## config.mk

```make
export PLATFORM = sky130hd
export DESIGN_NAME = dbl_to_i32_conv
export DESIGN_NICKNAME = d
export VERILOG_FILES = /design/src/rtl/dbl_to_i32_conv.sv
export SDC_FILE = /design/constraint.sdc
export NUM_CORES = 1
export LEC_CHECK = 0
export ABC_AREA = 0
export BUFFER_PORTS_ARGS = -buffer_cell sky130_fd_sc_hd__clkbuf_2
export CORE_UTILIZATION = 57
export DETAILED_ROUTE_END_ITERATION = 7
export PLACE_DENSITY = 0.8
export SETUP_SLACK_MARGIN = 0.05
export SYNTH_ARGS = -nofsm -noshare
export SYNTH_HDL_FRONTEND = slang
export SYNTH_SLANG_ARGS = --single-unit
```

## constraint.sdc

```tcl
create_clock -name clk -period 1 [get_ports clk]
set_input_delay 0.1 -clock clk [delete_from_list [all_inputs] [get_ports clk]]
set_output_delay 0.1 -clock clk [all_outputs]
set_load 0.02 [all_outputs]
```

## src/rtl/dbl_to_i32_conv.sv

```systemverilog
module dbl_to_i32_conv #(
  parameter int FRAC_W = 52,
  parameter int EXP_W  = 11
) (
  input  logic        clk,
  input  logic        rst_n,
  input  logic        in_valid,
  input  logic [63:0] operand,
  input  logic [1:0]  rnd_mode,
  input  logic        record_en,
  output logic        out_valid,
  output logic [63:0] result,
  output logic        flag_invalid,
  output logic        flag_snan,
  output logic        flag_inexact,
  output logic        flag_summary,
  output logic [3:0]  cond_nibble
);
  localparam int MANT_W = FRAC_W + 1;
  localparam int FPT    = 128;
  localparam int WIDE_W = MANT_W + FPT;
  localparam int BIAS   = (1 << (EXP_W - 1)) - 1;
  localparam int SH_MAX = 116;

  logic              sgn;
  logic [EXP_W-1:0]  ex;
  logic [FRAC_W-1:0] fr;
  assign sgn = operand[63];
  assign ex  = operand[62:FRAC_W];
  assign fr  = operand[FRAC_W-1:0];

  logic is_top, is_nan, is_inf, is_sub;
  assign is_top = &ex;
  assign is_nan = is_top & (|fr);
  assign is_inf = is_top & ~(|fr);
  assign is_sub = (ex == '0);

  logic signed [EXP_W+1:0] unb;
  assign unb = $signed({2'b00, ex}) - (EXP_W+2)'(BIAS);

  logic big;
  assign big = ~is_top & (unb > 31);

  logic [7:0] sh;
  always_comb begin
    if (is_sub || unb < -63) sh = 8'(SH_MAX);
    else if (unb > 31)       sh = 8'd21;
    else                     sh = 8'(52 - unb);
  end

  logic [WIDE_W-1:0] wide;
  assign wide = {~is_sub, fr, {FPT{1'b0}}} >> sh;

  logic [31:0] mag;
  logic        g, st;
  assign mag = wide[FPT+31:FPT];
  assign g   = wide[FPT-1];
  assign st  = |wide[FPT-2:0];

  logic inc;
  always_comb begin
    case (rnd_mode)
      2'b00:   inc = g & (st | mag[0]);
      2'b01:   inc = 1'b0;
      2'b10:   inc = ~sgn & (g | st);
      default: inc = sgn & (g | st);
    endcase
  end

  logic [32:0] rmag;
  assign rmag = {1'b0, mag} + 33'(inc);

  logic ovf_p, ovf_n, inv, inx;
  assign ovf_p = ~is_nan & ~sgn & (big | is_inf | (rmag > 33'h0_7FFF_FFFF));
  assign ovf_n = ~is_nan &  sgn & (big | is_inf | (rmag > 33'h0_8000_0000));
  assign inv   = is_nan | ovf_p | ovf_n;
  assign inx   = ~inv & (g | st) & ~(is_sub & inc);

  logic [31:0] ival;
  always_comb begin
    if (is_nan || ovf_n) ival = 32'h8000_0000;
    else if (ovf_p)      ival = 32'h7FFF_FFFF;
    else if (sgn)        ival = -rmag[31:0];
    else                 ival = rmag[31:0];
  end

  always_ff @(posedge clk or negedge rst_n) begin
    if (!rst_n) begin
      out_valid    <= 1'b0;
      result       <= '0;
      flag_invalid <= 1'b0;
      flag_snan    <= 1'b0;
      flag_inexact <= 1'b0;
      flag_summary <= 1'b0;
      cond_nibble  <= '0;
    end else begin
      out_valid    <= in_valid;
      flag_invalid <= in_valid & inv;
      flag_snan    <= in_valid & is_nan & ~fr[FRAC_W-1];
      flag_inexact <= in_valid & inx;
      flag_summary <= in_valid & (inv | inx);
      cond_nibble  <= (in_valid & record_en) ? {inv | inx, 1'b0, inv, 1'b0} : 4'h0;
      if (in_valid) result <= {32'h0, ival};
    end
  end
endmodule


```

==> impl_metrics.yaml, run 1 <==
run_status:
  result_of_the_run: "aborted with a tool error"
  failed_stage: "clock tree synthesis (4_1_cts)"
  tool_error: "[ERROR DPL-0038] Utilization greater than 100%, impossible to legalize"
clock_network:
  clock_sink_count: 39
  postCtsSetupBuffers: 73
  cts.path.max_buffers: 2
  htreeDepth: 2
  root_buffer: "clkbuf_16"
  cts-buffers-inserted: 5
  cts_resized: 271
  cts-hold-fix-buffers: 1
logic_synthesis:
  synth_seq_cells: 39
  synth-edff-count: 0
  gate_count_after_technology_mapping: 1416
  syn_avg_cell_area_um2: 6.63
  postSynth.asyncResetShare: 1.00
  yosysSeqAreaShare: 0.104
  synthDistinctLibCells: 88
  synth_area_mm2: 0.00939
  yosys_most_used_dff: "dfrtp_1"
  synth.yosys.warnings: 0
placed_design:
  final_weighted_congestion_in_routability_driven_placement: 1.33
  io_buffer_count: 108
  dp_wirelength_um: 48700
  placedInstanceArea_mm2: 0.0149
  dp.cells: 2236
  dpl_worst_slack_ns: -7.25
floorplan:
  placementRows: 46
  floorplan.io_pins: 143
  dieWidth_um: 130
  start_util: 0.587
  die_height_um: 130
-- stage by stage --
stage	TNS, ns	hold slack [ns]
2_1_floorplan	-212.98	-0.196
3_3_place_gp	-228.58	0.0796
3_5_place_dp	-262.92	0.0900
-- cell usage after synthesis (21+ instances only) --
cell type    n  share of area
o21ai_0    198           0.11
buf_2       22          0.012
a21oi_1     33          0.018
a211oi_1    79          0.063
dfrtp_1     39           0.10
mux2i_1     25          0.027
clkbuf_1    67          0.027
xnor2_1     40          0.037
nor4_1      75          0.050
nor2_1     110          0.044
buf_4       38          0.030
nand3_1     55          0.029
a21o_1      30          0.024
nor3_1      42          0.022
xor2_1      28          0.026
nand4_1     58          0.039
inv_1       21         0.0084
nand2_1    106          0.042
o22ai_1     38          0.025
-- cells by family after synthesis --
group,share of synthesized area
flops,0.104
mux,0.0338
compound gates,0.396
xor+xnor,0.0634
simple gates,0.308
buf+inv,0.0864
fa+ha+maj,0.00799
other cells,0.000399
==> run 2, diff against run 1 <==
--- a/config.mk
+++ b/config.mk
@@ -7,10 +7,9 @@
 export LEC_CHECK = 0
 export ABC_AREA = 0
 export BUFFER_PORTS_ARGS = -buffer_cell sky130_fd_sc_hd__clkbuf_2
-export CORE_UTILIZATION = 57
+export CORE_UTILIZATION = 40
 export DETAILED_ROUTE_END_ITERATION = 7
-export PLACE_DENSITY = 0.8
-export SETUP_SLACK_MARGIN = 0.05
+export PLACE_DENSITY_LB_ADDON = 0.15
 export SYNTH_ARGS = -nofsm -noshare
 export SYNTH_HDL_FRONTEND = slang
 export SYNTH_SLANG_ARGS = --single-unit
==> impl_metrics.yaml, run 2 <==
run_status:
  result_of_the_run: "finished, violations left"
  failed_checks: "setup timing"
timing:
  final_period_minus_worst_setup_slack_ns: 7.77
  finish_stage_setup_viols: 42
  timing.final.max_slew_violations: 0
  setup_repair_after_global_routing_missed_its_margin: "yes"
  fin_crit_sh: 7.77
  fmax_ghz: 0.129
  finClkSkew_ns: 0
  setup_ws_ns: -6.77
  fin_tns_setup_ns: -237.26
  worst_slew_margin_rel: 0.408
  worstMarginPinSlew_ns: 0.882
  count_of_endpoints_failing_hold_in_the_final_timing_report: 0
global_route:
  grt_first_pass_wirelength_um: 84500
  grt_pass1_vias: 14700
  grt_remaining_overflow: 0
  grt_total_usage: 0.449
  grt_start_max_net_pins: 46
  antenna_violations_before_repair: 2
worst_setup_path:
  critPathSlowestCell: "or4b_4"
  timing.critical_path.buf_inv: 7
  crit_path_max_fanout: 7
  crit_required_ns: 1.23
  nature_of_the_critical_path_endpoint: "flip-flop"
  worst_flop_to_flop_path_startpoint: "result[31]"
  critical_path.most_common_cell: "buf_4"
  largest_delay_contributor_family_on_the_critical_path: "simple AND/OR/NAND/NOR gates"
  startpoint: "operand[58]"
  type_of_element_launching_the_critical_path: "primary input"
  max_stage_delay_ns: 0.57
  worstPathArrival_ns: 8.00
  crit_type: "primary input to flip-flop"
placed_design:
  dpl_worst_slack_ns: -6.85
  final_weighted_congestion_in_routability_driven_placement: 1.03
  placedInstanceArea_mm2: 0.0149
  dp_wirelength_um: 41400
  io_buffer_count: 108
clock_network:
  tritoncts: "yes"
  htreeDepth: 2
  clkTransAtPathRegs_ns: 0.06
  root_buffer: "clkbuf_16"
  worst_skew_pair.late_latency_ns: 0.29
  clock_sink_count: 39
  cts.path.max_buffers: 2
  cts-buffers-inserted: 5
layout:
  fillCellCount: 1630
  max_flop_register: "result"
  layout_common_cells: "624 x buf_4, 163 x o21ai_0, 100 x clkbuf_2"
  drive_above_1_share: 0.524
  biggestRegsByFlops: "result (32), cond_nibble (2)"
  area_growth_pct: 88.7
  nets: 2191
  largest_register_ff_count: 32
  layout.cells.most_common: "buf_4"
  area.sequential_um2: 976
  multiInputGateArea_mm2: 0.00970
  fin_area_mm2: 0.0177
detailed_routing:
  wl_per_cell_um: 25.0
  route.detailed.vias_per_inst: 6.63
  drc_errors: 0
  dr.pass1.iters: 6
  detailedRoute.firstIterationViolations: 2364
  totalWireLength_um: 60700
  num_vias: 16100
  antenna_left: 0
floorplan:
  core_region_area_mm2: 0.0228
  die_height_um: 155
  fp.dieArea_mm2: 0.0241
  floorplan.io_pins: 143
  dieWidth_um: 155
  placementRows: 55
  start_util: 0.411
logic_synthesis:
  gate_count_after_technology_mapping: 1416
  postSynth.asyncResetShare: 1.00
  synth_seq_cells: 39
  synth.most_common_cell: "o21ai_0"
  synthDistinctLibCells: 88
  yosysSeqAreaShare: 0.104
  synth_area_mm2: 0.00939
  syn_avg_cell_area_um2: 6.63
  synth_top_area_cell: "o21ai_0"
  synth.yosys.warnings: 0
  synth-edff-count: 0
  synth_area_leaders: "o21ai_0 11%, dfrtp_1 10%, a211oi_1 6.3%"
  top_area_cell_type_share_of_the_netlist_area: 0.105
  yosys_most_used_dff: "dfrtp_1"
  synthTopCellsByCount: "198 x o21ai_0, 110 x nor2_1, 106 x nand2_1"
min_path:
  worst_hold_path_type: "primary input to flip-flop"
  hold_path.startpoint: "record_en"
power_and_ir_drop:
  pwr_density_cell_mw_per_mm2: 839
  p_leak_nw: 7.59
  ir_worst_vdd_v: 0.00102
run:
  cap_violations: 0
## run 2: cell counts after synthesis
No cell type changed its count.
## run 2: worst paths after layout
kind	to	slack (ns)	cells after the start
max	result[14]	-6.77	33
min in group asynchronous	result[29]	0.26	2
min	cond_nibble[1]	0.08	3
max reg2reg	result[31]	0.11	1
max in group asynchronous	result[6]	0.28	3
min reg2reg	result[14]	0.49	1
## run 2: stage by stage
| step | cells | hold WS [ns] | power (mW) | utilization |
|---|---|---|---|---|
| 6_report | 2430 | 0.0840 | 14.9 | 0.776 |
| 5_1_grt | 2429 | 0.0953 | 15.4 | 0.776 |
| 4_1_cts | 2390 | 0.0837 | 13.3 | 0.727 |
| 3_5_place_dp | 2314 | 0.0148 | 10.8 | 0.654 |
| 3_3_place_gp | 2314 | 0.00846 | 10.7 | 0.654 |
| 2_1_floorplan | 1449 | -0.196 | 6.35 | - |
## run 2: routing by layer
metal  track usage  vias to the layer above  wire, um
li1              -                     6869         -
met1         0.576                     7559     22300
met2         0.727                     1319     26300
met3        0.0813                      364      7470
met4         0.211                        0      4570
met5             0                        -         0
## run 2: what timing repair did
item,in CTS,in global routing
pin swaps,46,76
endpoints found under the setup margin,38,38
hold endpoints to repair,12,0
buffers inserted,63,31
cloned,5,9
resized for setup,177,146
hold buffers,1,0
## run 2: report_power, final
group | switching (mW) | internal [mW] | total, mW
logic | 6.19 | 4.94 | 11.1
clock network | 0.654 | 1.06 | 1.71
registers | 0.203 | 1.82 | 2.02
## run 2: final cells by class
| type | count | share of cell area |
|---|---|---|
| Timing Repair Buffer | 799 | 0.362 |
| Clock inverter | 1 | 0.000424 |
| Tap cell | 313 | 0.0221 |
| Sequential cell | 39 | 0.0551 |
| Inverter | 21 | 0.00445 |
| Clock buffer | 7 | 0.00861 |
| Multi-Input combinational cell | 1249 | 0.547 |
| Antenna cell | 1 | 0.000141 |
## run 2: cell families (layout without fill, tap and decap cells)
logic type      count (synthesis)  after routing  synth area share
compound gates                560            560             0.396
simple gates                  548            550             0.308
buf+inv                       163            828            0.0864
xor+xnor                       68             68            0.0634
flops                          39             39             0.104
mux                            31             31            0.0338
fa+ha+maj                       6              6           0.00799
other cells                     1             35          0.000399
Power figures use the tool's default switching activity.
==> run 3, diff against run 2 <==
--- a/config.mk
+++ b/config.mk
@@ -5,7 +5,7 @@
 export SDC_FILE = /design/constraint.sdc
 export NUM_CORES = 1
 export LEC_CHECK = 0
-export ABC_AREA = 0
+export ABC_AREA = 1
 export BUFFER_PORTS_ARGS = -buffer_cell sky130_fd_sc_hd__clkbuf_2
 export CORE_UTILIZATION = 40
 export DETAILED_ROUTE_END_ITERATION = 7
==> impl_metrics.yaml, run 3 <==
logic_synthesis:
  synth_seq_cells: 39
  top_area_cell_type_share_of_the_netlist_area: 0.269
  syn_avg_cell_area_um2: 5.03
  postSynth.asyncResetShare: 1.00
  yosysSeqAreaShare: 0.0862
  synth-edff-count: 0
  synth_top_area_cell: "nand2_1"
  synthDistinctLibCells: 55
  yosys_most_used_dff: "dfrtp_1"
  synth.yosys.warnings: 0
  gate_count_after_technology_mapping: 2250
  synth_area_mm2: 0.0113
  synth_area_leaders: "nand2_1 27%, nand3_1 24%, dfrtp_1 8.6%"
  synth.most_common_cell: "nand2_1"
  synthTopCellsByCount: "811 x nand2_1, 554 x nand3_1, 172 x nor2_1"
clock_network:
  cts-buffers-inserted: 5
  worst_skew_pair.late_latency_ns: 0.29
  tritoncts: "yes"
  cts.path.max_buffers: 2
  clkTransAtPathRegs_ns: 0.06
  clock_sink_count: 39
  root_buffer: "clkbuf_16"
  htreeDepth: 2
detailed_routing:
  antenna_left: 0
  num_vias: 19800
  wl_per_cell_um: 21.2
  dr.pass1.iters: 8
  totalWireLength_um: 69400
  drc_errors: 77
  detailedRoute.firstIterationViolations: 3040
  route.detailed.vias_per_inst: 6.06
power_and_ir_drop:
  total_switching_power_mw: 10.6
  ir_worst_vdd_v: 0.000638
  seq_power_share: 0.096
  total_power_after_layout_mw: 20.4
  clkPwrFrac: 0.094
  internal_power_mw: 9.85
  pwr_density_cell_mw_per_mm2: 1000
  switching_share: 0.517
  p_leak_nw: 10.4
  p_comb_frac: 0.810
timing:
  count_of_endpoints_failing_hold_in_the_final_timing_report: 0
  finish_stage_setup_viols: 38
  worstMarginPinSlew_ns: 0.565
  timing.final.max_slew_violations: 0
  setup_ws_ns: -5.01
  fin_crit_sh: 6.01
  setup_repair_after_global_routing_missed_its_margin: "yes"
  finClkSkew_ns: 0
  fmax_ghz: 0.166
  worst_slew_margin_rel: 0.621
  final_period_minus_worst_setup_slack_ns: 6.01
floorplan:
  placementRows: 61
  fp.dieArea_mm2: 0.0290
  die_height_um: 170
  dieWidth_um: 170
  floorplan.io_pins: 143
  start_util: 0.408
  core_region_area_mm2: 0.0278
global_route:
  grt_first_pass_wirelength_um: 88700
  grt_start_max_net_pins: 66
  grt_pass1_vias: 16400
  grt_remaining_overflow: 0
  antenna_violations_before_repair: 0
  grt_total_usage: 0.392
placed_design:
  dp_wirelength_um: 44600
  final_weighted_congestion_in_routability_driven_placement: 1.11
  dp.cells: 3138
  io_buffer_count: 108
worst_setup_path:
  crit_type: "primary input to flip-flop"
  critical_path.most_common_cell: "nand2_1"
  critPathSlowestCell: "nand2_1"
  type_of_element_launching_the_critical_path: "primary input"
  max_stage_delay_ns: 0.32
  nature_of_the_critical_path_endpoint: "flip-flop"
  worstPathArrival_ns: 6.24
  crit_required_ns: 1.23
  crit_path_max_fanout: 13
layout:
  largest_register_ff_count: 32
  max_flop_register: "result"
  layout.cells.most_common: "nand2_1"
  non_filler_cells_in_the_finished_layout: 3271
  drive_above_1_share: 0.463
  layout_common_cells: "663 x nand2_1, 542 x buf_4, 321 x nand3_1"
  area_growth_pct: 79.5
  fillCellCount: 2320
  antenna_cells_inserted: 0
  nets: 2968
  biggestRegsByFlops: "result (32), cond_nibble (2)"
run_status:
  failed_checks: "DRC, setup timing"
  result_of_the_run: "finished, violations left"
min_path:
  worst_hold_path_type: "primary input to flip-flop"
run:
  cap_violations: 0
==> run 3: changes by cell type after synthesis, sizes merged, moves of 73 or more <==
cell,delta
nand2,+720
nand3,+508
inv,+151
o21ai,-146
nor2,+86
a211oi,-73
==> run 3: logic make-up (layout without fill, tap and decap cells) <==
logic type | Yosys count | after routing | synth area share
xor+xnor | 22 | 22 | 0.0170
fa+ha+maj | 6 | 6 | 0.00663
buf+inv | 329 | 934 | 0.139
other cells | 1 | 34 | 0.000331
simple gates | 1714 | 1719 | 0.679
compound gates | 139 | 139 | 0.0722
flops | 39 | 39 | 0.0862
==> run 3: repair_timing <==
| action | CTS | global route |
|---|---|---|
| setup buffers | 35 | 58 |
| endpoints found under the hold margin | 39 | 0 |
| setup endpoints to repair | 38 | 38 |
| pin swaps | 19 | 140 |
| hold buffers | 1 | 0 |
| gates resized for setup | 127 | 526 |
| cloned | 11 | 27 |
==> run 3: area by class of cell <==
type | count | area [um^2] | share of cell area
Clock buffer | 6 | 139 | 0.00683
Clock inverter | 2 | 35.0 | 0.00172
Inverter | 176 | 681 | 0.0335
Multi-Input combinational cell | 1920 | 11500 | 0.567
Sequential cell | 39 | 976 | 0.0480
Tap cell | 378 | 473 | 0.0233
Timing Repair Buffer | 750 | 6490 | 0.319
==> run 3: critical path: cells and delay by family <==
| kind | cells | cell delay [ns] |
|---|---|---|
| simple gates | 41 | 4.43 |
| buf+inv | 7 | 0.85 |
| fa+ha+maj | 3 | 0.52 |
| compound gates | 2 | 0.29 |
==> run 3: routing by layer <==
| metal | share of wire | vias to the layer above | GRT usage |
|---|---|---|---|
| li1 | - | 8713 | - |
| met4 | 0.067 | 0 | 0.116 |
| met1 | 0.38 | 9146 | 0.541 |
| met3 | 0.14 | 468 | 0.0656 |
| met5 | 0 | - | 0 |
| met2 | 0.41 | 1498 | 0.619 |
==> run 3: stage by stage <==
step / area, um^2 / utilization / setup WS (ns) / hold slack [ns] / setup TNS [ns]
after detailed placement: 16000 / 0.575 / -5.34 / 0.0910 / -196.27
after CTS: 17200 / 0.620 / -4.64 / 0.0427 / -171.21
after global placement: 16000 / 0.575 / -5.32 / 0.0818 / -195.07
final: 20300 / 0.732 / -5.01 / 0.0411 / -184.33
after floorplan: 11800 / - / -3.84 / -0.196 / -140.90
after global routing: 20300 / 0.732 / -5.23 / 0.0523 / -192.37
==> run 3: path summary, 6_finish.rpt <==
| check | to | startpoint | depth (start not counted) | slack [ns] |
|---|---|---|---|---|
| hold reg to reg | result[19] | result[19] | 2 | 0.48 |
| setup reg to reg | result[31] | result[31] | 2 | 0.35 |
| min in group asynchronous | result[12] | rst_n | 3 | 0.32 |
| setup / recovery | result[20] | operand[53] | 53 | -5.01 |
| max in group asynchronous | cond_nibble[1] | rst_n | 3 | 0.48 |
| hold / removal | cond_nibble[1] | record_en | 3 | 0.04 |
==> run 3: power by group through the flow <==
stage / clock network (mW) / logic, mW / registers [mW]
final: 1.92 / 16.5 / 1.96
after global routing: 1.99 / 17.2 / 1.99
after CTS: 1.94 / 13.2 / 1.96
after detailed placement: 0 / 12.4 / 1.99
after global placement: 0 / 12.3 / 1.98
after floorplan: 0 / 6.31 / 2.30
